## src/rtl/irq_stat_pkg.sv

```systemverilog
package irq_stat_pkg;
  localparam int SRC_COUNT = 6;
  localparam int SYNC_STAGES = 2;

  typedef logic [SRC_COUNT-1:0] srcVec_t;

  // Strobes handed from control to datapath each cycle
  typedef struct packed {
    srcVec_t setMask;   // enabled events this cycle
    srcVec_t keepMask;  // enable word as it will be after this edge
  } ctrlStrobe_t;
endpackage

```

## src/rtl/irq_src_sync.sv

```systemverilog
module irq_src_sync #(
  parameter int WIDTH  = 6,
  parameter int STAGES = 2
) (
  input  logic             clk,
  input  logic             rstN,
  input  logic [WIDTH-1:0] rawIn,
  output logic [WIDTH-1:0] edgeOut
);
  logic [WIDTH-1:0] stageQ [STAGES];
  logic [WIDTH-1:0] lastQ;

  genvar s;
  generate
    for (s = 0; s < STAGES; s++) begin : g_stage
      if (s == 0) begin : g_first
        always_ff @(posedge clk or negedge rstN)
          if (!rstN) stageQ[0] <= '0;
          else       stageQ[0] <= rawIn;
      end else begin : g_next
        always_ff @(posedge clk or negedge rstN)
          if (!rstN) stageQ[s] <= '0;
          else       stageQ[s] <= stageQ[s-1];
      end
    end
  endgenerate

  always_ff @(posedge clk or negedge rstN)
    if (!rstN) lastQ <= '0;
    else       lastQ <= stageQ[STAGES-1];

  assign edgeOut = stageQ[STAGES-1] & ~lastQ;

  AST_EDGE_ONE_CYCLE: assert property (@(posedge clk) disable iff (!rstN)
    (edgeOut & $past(edgeOut)) == '0);
endmodule

```

## src/rtl/irq_stat_ctrl.sv

```systemverilog
module irq_stat_ctrl
  import irq_stat_pkg::*;
(
  input  logic        clk,
  input  logic        rstN,
  input  srcVec_t     srcEdge,
  input  logic        regWrEn,
  input  logic        regAddr,
  input  srcVec_t     regWrData,
  output srcVec_t     enableWord,
  output ctrlStrobe_t strobe
);
  srcVec_t enQ;
  srcVec_t enNext;
  logic    enWrite;

  assign enWrite = regWrEn && (regAddr == 1'b0);
  assign enNext  = enWrite ? regWrData : enQ;

  always_ff @(posedge clk or negedge rstN)
    if (!rstN) enQ <= '0;
    else       enQ <= enNext;

  always_comb begin
    strobe.setMask  = srcEdge & enQ;
    strobe.keepMask = enNext;
  end

  assign enableWord = enQ;

  AST_STATUS_WRITE_IGNORED: assert property (@(posedge clk) disable iff (!rstN)
    (regWrEn && regAddr) |=> enQ == $past(enQ));
endmodule

```

## src/rtl/irq_stat_dpath.sv

```systemverilog
module irq_stat_dpath
  import irq_stat_pkg::*;
#(
  parameter bit IRQ_LEVEL = 1'b0
) (
  input  logic        clk,
  input  logic        rstN,
  input  ctrlStrobe_t strobe,
  output srcVec_t     statusWord,
  output logic        irqOut
);
  srcVec_t statusQ;
  srcVec_t statusNext;
  logic    irqQ;

  // Disable wins: keepMask is applied after the set
  assign statusNext = (statusQ | strobe.setMask) & strobe.keepMask;

  always_ff @(posedge clk or negedge rstN)
    if (!rstN) statusQ <= '0;
    else       statusQ <= statusNext;

  generate
    if (IRQ_LEVEL) begin : g_level
      always_ff @(posedge clk or negedge rstN)
        if (!rstN) irqQ <= 1'b0;
        else       irqQ <= |statusNext;
    end else begin : g_pulse
      always_ff @(posedge clk or negedge rstN)
        if (!rstN) irqQ <= 1'b0;
        else       irqQ <= (statusQ == '0) && (|statusNext);

      AST_PULSE_SINGLE: assert property (@(posedge clk) disable iff (!rstN)
        irqQ |=> !irqQ);
      AST_NO_REPEAT: assert property (@(posedge clk) disable iff (!rstN)
        ((statusQ != '0) && ($past(statusQ) != '0)) |-> !irqQ);
    end
  endgenerate

  assign statusWord = statusQ;
  assign irqOut     = irqQ;

  AST_IRQ_NEEDS_STATUS: assert property (@(posedge clk) disable iff (!rstN)
    irqQ |-> statusQ != '0);
endmodule

```

## src/rtl/irq_status_ctrl.sv

```systemverilog
module irq_status_ctrl
  import irq_stat_pkg::*;
#(
  parameter bit IRQ_LEVEL = 1'b0
) (
  input  logic                 clk,
  input  logic                 rstN,
  input  logic [SRC_COUNT-1:0] srcIn,
  input  logic                 regWrEn,
  input  logic                 regAddr,
  input  logic [SRC_COUNT-1:0] regWrData,
  output logic [SRC_COUNT-1:0] regRdData,
  output logic                 irqOut
);
  srcVec_t     srcEdge;
  srcVec_t     enableWord;
  srcVec_t     statusWord;
  ctrlStrobe_t strobe;

  irq_src_sync #(.WIDTH(SRC_COUNT), .STAGES(SYNC_STAGES)) sync_i (
    .clk(clk), .rstN(rstN), .rawIn(srcIn), .edgeOut(srcEdge)
  );

  irq_stat_ctrl ctrl_i (
    .clk(clk), .rstN(rstN), .srcEdge(srcEdge), .regWrEn(regWrEn),
    .regAddr(regAddr), .regWrData(regWrData), .enableWord(enableWord),
    .strobe(strobe)
  );

  irq_stat_dpath #(.IRQ_LEVEL(IRQ_LEVEL)) dpath_i (
    .clk(clk), .rstN(rstN), .strobe(strobe), .statusWord(statusWord),
    .irqOut(irqOut)
  );

  assign regRdData = regAddr ? statusWord : enableWord;

  AST_DISABLED_IS_CLEAR: assert property (@(posedge clk) disable iff (!rstN)
    (statusWord & ~enableWord) == '0);
endmodule

```

## config.mk

```make
export PLATFORM = sky130hd
export DESIGN_NAME = irq_status_ctrl
export DESIGN_NICKNAME = d
export VERILOG_FILES = /design/src/rtl/irq_stat_pkg.sv /design/src/rtl/irq_src_sync.sv /design/src/rtl/irq_stat_ctrl.sv /design/src/rtl/irq_stat_dpath.sv /design/src/rtl/irq_status_ctrl.sv
export SDC_FILE = /design/constraint.sdc
export NUM_CORES = 1
export LEC_CHECK = 0
export BUFFER_PORTS_ARGS = -buffer_cell sky130_fd_sc_hd__buf_2
export CELL_PAD_IN_SITES_DETAIL_PLACEMENT = 0
export CELL_PAD_IN_SITES_GLOBAL_PLACEMENT = 1
export CORE_MARGIN = 2
export CORE_UTILIZATION = 44
export DETAILED_ROUTE_END_ITERATION = 10
export PLACE_DENSITY_LB_ADDON = 0.3
export SYNTH_ARGS = -nofsm -noshare
export SYNTH_HDL_FRONTEND = slang
export SYNTH_HIERARCHICAL = 1
export SYNTH_SLANG_ARGS = --single-unit
```

## constraint.sdc

```tcl
create_clock -name clk -period 1.67 [get_ports clk]
set_input_delay 0.2505 -clock clk [delete_from_list [all_inputs] [get_ports clk]]
set_output_delay 0.2505 -clock clk [all_outputs]
set_load 0.005 [all_outputs]
```

==> impl_metrics.csv, run 1 <==
group,metric,value,unit
run_status,outcome,"finished, final reports clean",
cells_and_area,nFillCells,220,
floorplanning,core-area,2520,µm²
cells_and_area,final_cell_area,1430,µm²
routing,first_pass_iters,3,
global_routing,grt_overflow,0,
sta,rsz0062_at_grt,"no",
sta,period_share,82.8,%
sta,setup_tns,0,ns
min_path,min-delay-start,"srcIn[5]",
synth,synthArstFlopShare,100,%
synth,syn_area,1180,µm²
global_routing,grt_pass1_wl,2960,µm
sta,finalSetupViolCount,0,
floorplanning,die_w,55.9,µm
sta,finalWorstSetupSlack,0.287,ns
synth,synth.avg_cell_area,16.9,µm²
clock_network,cts-resized-gates,0,
sta,drv_slew,0,
placement,port_buffers,22,
floorplanning,rows,18,
floorplanning,initial_utilization,46.9,%
sta,skew,0.00574,ns
routing,vias,625,
synth,synth_nets,86,
synth,synth_top_area_share,65.5,%
placement,dp_hpwl,1270,µm
worst_setup_path,r2r_cells,5,
routing,drtAntennaViolNets,0,
min_path,min_path_type,"in2reg",
routing,drt_iter0_drc,14,
synth,yosysMostFrequentCell,"dfrtp_1",
min_path,hold_path_depth,1,
synth,synthCells,70,
synth,synth_area_leader_cell,"dfrtp_1",
worst_setup_path,critPathKind,"reg2out",
clock_network,clock_latency,0.32,ns
floorplanning,dieHeight,55.9,µm
sta,fmax,723,MHz
routing,wl,1720,µm
synth,synth.distinct_cells,13,
clock_network,clkTransAtPathRegs,0.09,ns
synth,seq_area_frac_synth,65.5,%
placement,pre_cts_ws,0.0449,ns
worst_setup_path,reg2reg_from,"sync_i/stageQ[3]",
routing,via_per_inst,4.70,
global_routing,grtUsageTotal,13.3,%
clock_network,cts_tree,"built",
worst_setup_path,crit_path_start,"ctrl_i/enableWord[3]",
floorplanning,io_pins,23,
synth,synth_area_leaders,"dfrtp_1 (66%), mux2_4 (11%), nor2b_4 (8.1%)",
cells_and_area,syn_to_final_growth,20.5,%
worst_setup_path,cp_data_arrival_time,1.13,ns
synth,synth-edff-count,0,
synth,synth_seq_cells,31,
sta,relSlewSlack,56.3,%
placement,place_area,1330,µm²
synth,yosys_warnings,6,
sta,whs,0.0239,ns
job,maxCapViolCount,0,
worst_setup_path,r2r_slack,0.31,ns
routing,drc,0,
global_routing,grt_pass1_vias,667,
clock_network,numClockSinks,31,
worst_setup_path,path_max_fanout,3,
pwr,p_leak,0.713,nW
worst_setup_path,r2r_end,"dpath_i/irqOut",
routing,wl_per_cell,12.9,µm
sta,hold_viol_final,0,
min_path,hold_path_end,"sync_i/stageQ[11]",
clock_network,htree_num_levels,2,
cells_and_area,num_antenna_cells,0,
cells_and_area,area.sequential,776,µm²
clock_network,postCtsHoldBufs,1,
clock_network,clk_path_buf_depth,2,
clock_network,cts_buffers,5,
global_routing,grt_max_degree,32,
sta,tightest_slew,0.656,ns
clock_network,post_cts_buffers,0,
clock_network,cts_root_buf,"clkbuf_4",
cells_and_area,drive_above_1_share,49.5,%
pwr,p_per_area,1090,nW/µm²
synth,synth.top_cells.by_count,"dfrtp_1 (31), mux2_4 (9), nor2b_4 (7), and2_1 (6), o21a_1 (6)",
worst_setup_path,required,1.42,ns
cells_and_area,multi_input_area,397,µm²
floorplanning,dieArea,3120,µm²
worst_setup_path,crit_path_start_kind,"flip-flop",
pwr,vdd.ir_drop.worst,0.790,mV
synth,synth_ff_type,"dfrtp_1",
sta,min_period,1.38,ns
global_routing,antenna_found_initial,0,
cells_and_area,fin_nets,118,
worst_setup_path,end_kind,"primary output",
placement,gp_congestion,0.732,
## layout by cell type (no fill, tap or decap), drive strengths merged
| master | count |
|---|---|
| a21oi | 1 |
| and2 | 6 |
| buf | 23 |
| clkbuf | 8 |
| dfrtp | 31 |
| dlygate4sd3 | 3 |
| mux2 | 12 |
| nand2 | 1 |
| nand2b | 1 |
| nor2 | 2 |
| nor2b | 7 |
| nor4 | 2 |
| o21a | 6 |
## layout make-up
class | count | share of cell area, %
Sequential cell | 31 | 54.4
Multi-Input combinational cell | 38 | 27.8
Timing Repair Buffer | 26 | 10.4
Clock buffer | 8 | 4.82
Tap cell | 30 | 2.63
## logic make-up (layout without fill, tap and decap cells)
logic type | Yosys count | count (layout) | synth area share, %
flops | 31 | 31 | 65.5
mux | 12 | 12 | 14.3
compound gates | 7 | 7 | 4.23
simple gates | 19 | 19 | 15.0
buf+inv | 1 | 34 | 0.951
## worst max-delay path, stage by stage, from the launching register on
cell and delay [ns]:
dfrtp_1 0.40, mux2_4 0.27, buf_2 0.13
## report_power, final
part	internal (mW)	total, mW	switching [mW]
sequential	0.816	0.859	0.0424
combinational	0.135	0.217	0.0815
clock	0.247	0.478	0.230
total	1.20	1.55	0.354
## how the worst max path moves through the flow
stage	to	slack [ns]
2_1_floorplan	dpath_i/irqOut	0.39
3_3_place_gp	dpath_i/irqOut	0.14
3_5_place_dp	dpath_i/irqOut	0.04
4_1_cts	regRdData[3]	0.26
5_1_grt	dpath_i/irqOut	0.21
6_report	regRdData[3]	0.29
## registers in the layout (all words and copies together), names as in the netlist
| name | flops |
|---|---|
| sync_i/stageQ | 12 |
| ctrl_i/enableWord | 6 |
| dpath_i/statusWord | 6 |
| sync_i/lastQ | 6 |
| dpath_i/irqOut | 1 |
## layer usage
layer  share of wire [%]  vias to the layer above  track usage (%)
li1                    -                      300                -
met1                  44                      298             14.7
met2                  46                       19             19.9
met3                 6.0                        8             5.35
met4                 3.4                        0             11.2
met5                   0                        -                0
## metrics by stage
step                      util (%)  instances  power (mW)
after floorplan                  -         70        1.00
after global placement        52.6        122        1.09
after detailed placement      52.6        122        1.09
after CTS                     55.8        131        1.58
after global routing          56.5        133        1.65
final                         56.5        133        1.55
Note: power is estimated with default switching activity, not from simulation.
==> inputs of run 2 (changes only) <==
Clock period 1.67 ns to 1.4 ns, I/O delays scaled along.
==> run 2 against run 1 <==
Against the previous run: utilization increased by 4.1 points; global-route usage up 0.76 points; final cell count up 6.0%; critical path type unchanged; largest cell class unchanged.
==> impl_metrics.csv, run 2 (synthesized netlist as in run 1, its figures left out) <==
group,metric,value,unit
run_status,outcome,"finished, final reports clean",
cells_and_area,final_cell_mix,"dfrtp_1 (31), buf_2 (22), mux2_4 (9)",
clock_network,clk_path_buf_depth,2,
cells_and_area,drive_above_1_share,51.4,%
sta,finalWorstSetupSlack,0.0530,ns
floorplanning,initial_utilization,46.9,%
floorplanning,dieArea,3120,µm²
clock_network,numClockSinks,31,
pwr,sw_frac_of_total,22.3,%
global_routing,antenna_found_initial,0,
worst_setup_path,cp_data_arrival_time,1.14,ns
pwr,vdd.ir_drop.worst,1.21,mV
cells_and_area,multi_input_area,399,µm²
sta,fmax,742,MHz
placement,dp_hpwl,1410,µm
pwr,p_per_area,1330,nW/µm²
placement,gp_congestion,0.775,
sta,relSlewSlack,75.2,%
floorplanning,dieHeight,55.9,µm
pwr,total_power,2.03,mW
floorplanning,core-area,2520,µm²
min_path,min_path_type,"in2reg",
worst_setup_path,critPathKind,"reg2out",
routing,wl,1900,µm
global_routing,grt_pass1_vias,745,
worst_setup_path,critPathTopFamily,"flip-flops",
cells_and_area,final_common_cell,"dfrtp_1",
sta,setup_tns,0,ns
worst_setup_path,path_max_fanout,3,
pwr,p_comb_share,14.3,%
routing,drc,0,
floorplanning,die_w,55.9,µm
clock_network,cts_root_buf,"clkbuf_4",
clock_network,clkTransAtPathRegs,0.10,ns
sta,min_period,1.35,ns
sta,tightest_slew,0.371,ns
cells_and_area,fin_nets,126,
sta,finalSetupViolCount,0,
global_routing,grt_max_degree,17,
cells_and_area,syn_to_final_growth,29.2,%
clock_network,htree_num_levels,2,
worst_setup_path,crit_path_start_kind,"flip-flop",
cells_and_area,regMostFlops,"sync_i/stageQ",
pwr,p_seq_share,50.3,%
floorplanning,io_pins,23,
clock_network,cts_tree,"built",
routing,vias,674,
cells_and_area,largest_reg_flops,12,
worst_setup_path,max_stage_delay,0.42,ns
routing,drtAntennaViolNets,0,
worst_setup_path,crit_chain,"mux2_4 > buf_2",
placement,pre_cts_ws,-0.0752,ns
routing,first_pass_iters,3,
global_routing,grtUsageTotal,14.1,%
job,maxCapViolCount,0,
sta,hold_viol_final,0,
cells_and_area,num_antenna_cells,0,
pwr,p_sw,0.452,mW
placement,port_buffers,22,
floorplanning,rows,18,
pwr,p_clk_share,35.3,%
worst_setup_path,required,1.19,ns
cells_and_area,area.sequential,776,µm²
cells_and_area,nFillCells,220,
sta,rsz0062_at_grt,"yes",
clock_network,cts_buffers,5,
worst_setup_path,end_kind,"primary output",
worst_setup_path,cp.buffers_inverters,1,
routing,wl_per_cell,13.5,µm
pwr,intPower,1.58,mW
sta,skew,0.0125,ns
clock_network,clock_latency,0.33,ns
pwr,p_leak,0.764,nW
global_routing,grt_pass1_wl,3260,µm
routing,via_per_inst,4.78,
sta,drv_slew,0,
sta,period_share,96.2,%
worst_setup_path,slowest_stage,"dfrtp_1",
global_routing,grt_overflow,0,
routing,drt_iter0_drc,3,
## run 2: worst paths after layout
path	from	to	slack [ns]	depth (start not counted)
max reg2reg	sync_i/stageQ[0]	dpath_i/irqOut	0.06	5
min in group asynchronous	rstN	ctrl_i/enableWord[3]	0.32	2
max	dpath_i/statusWord[2]	regRdData[2]	0.05	2
max in group asynchronous	rstN	sync_i/lastQ[1]	0.67	3
min reg2reg	sync_i/stageQ[10]	sync_i/stageQ[4]	0.36	0
min	regWrData[4]	ctrl_i/enableWord[4]	0.12	2
## run 2: final cells by class
type	instances	area share [%]
clock buffers	6	3.36
clock inverters	2	2.29
multi-input cells	38	26.1
flip-flops and latches	31	50.7
well taps	30	2.45
repair buffers	34	15.1
## run 2: per-layer routing
| metal | track usage, % | vias up | wire (µm) |
|---|---|---|---|
| met5 | 0 | - | 0 |
| met4 | 9.18 | 0 | 54 |
| met3 | 5.81 | 8 | 113 |
| met2 | 22.4 | 19 | 900 |
| met1 | 15.4 | 331 | 828 |
| li1 | - | 316 | - |
## run 2: per-stage QoR
step	instances	util [%]	hold WS [ns]	area [µm²]
final	141	60.6	0.119	1530
after global routing	141	60.6	0.0996	1530
after CTS	139	59.9	0.0988	1510
after detailed placement	124	53.7	0.152	1360
after global placement	124	53.7	0.143	1360
after floorplan	70	-	-0.0856	1180
## run 2: power groups by stage
stage	clock (mW)	combinational, mW	sequential [mW]
floorplan	0	0.165	1.03
global placement	0	0.261	1.04
detailed placement	0	0.270	1.04
CTS	0.749	0.286	1.02
global route	0.778	0.322	1.03
finish	0.718	0.291	1.02
## run 2: repair_timing
item,CTS,global route
buffers inserted,0,2
setup endpoints to repair,0,2
hold buffers,7,0
resized for setup,0,1
endpoints found under the hold margin,21,0
## run 2: worst register-to-register path, stage by stage, from the launching register on
cell and delay, ns:
dfrtp_1 0.39, nor2b_4 0.12, and2_4 0.14, o21a_1 0.19, nor4_2 0.28, a21oi_1 0.10
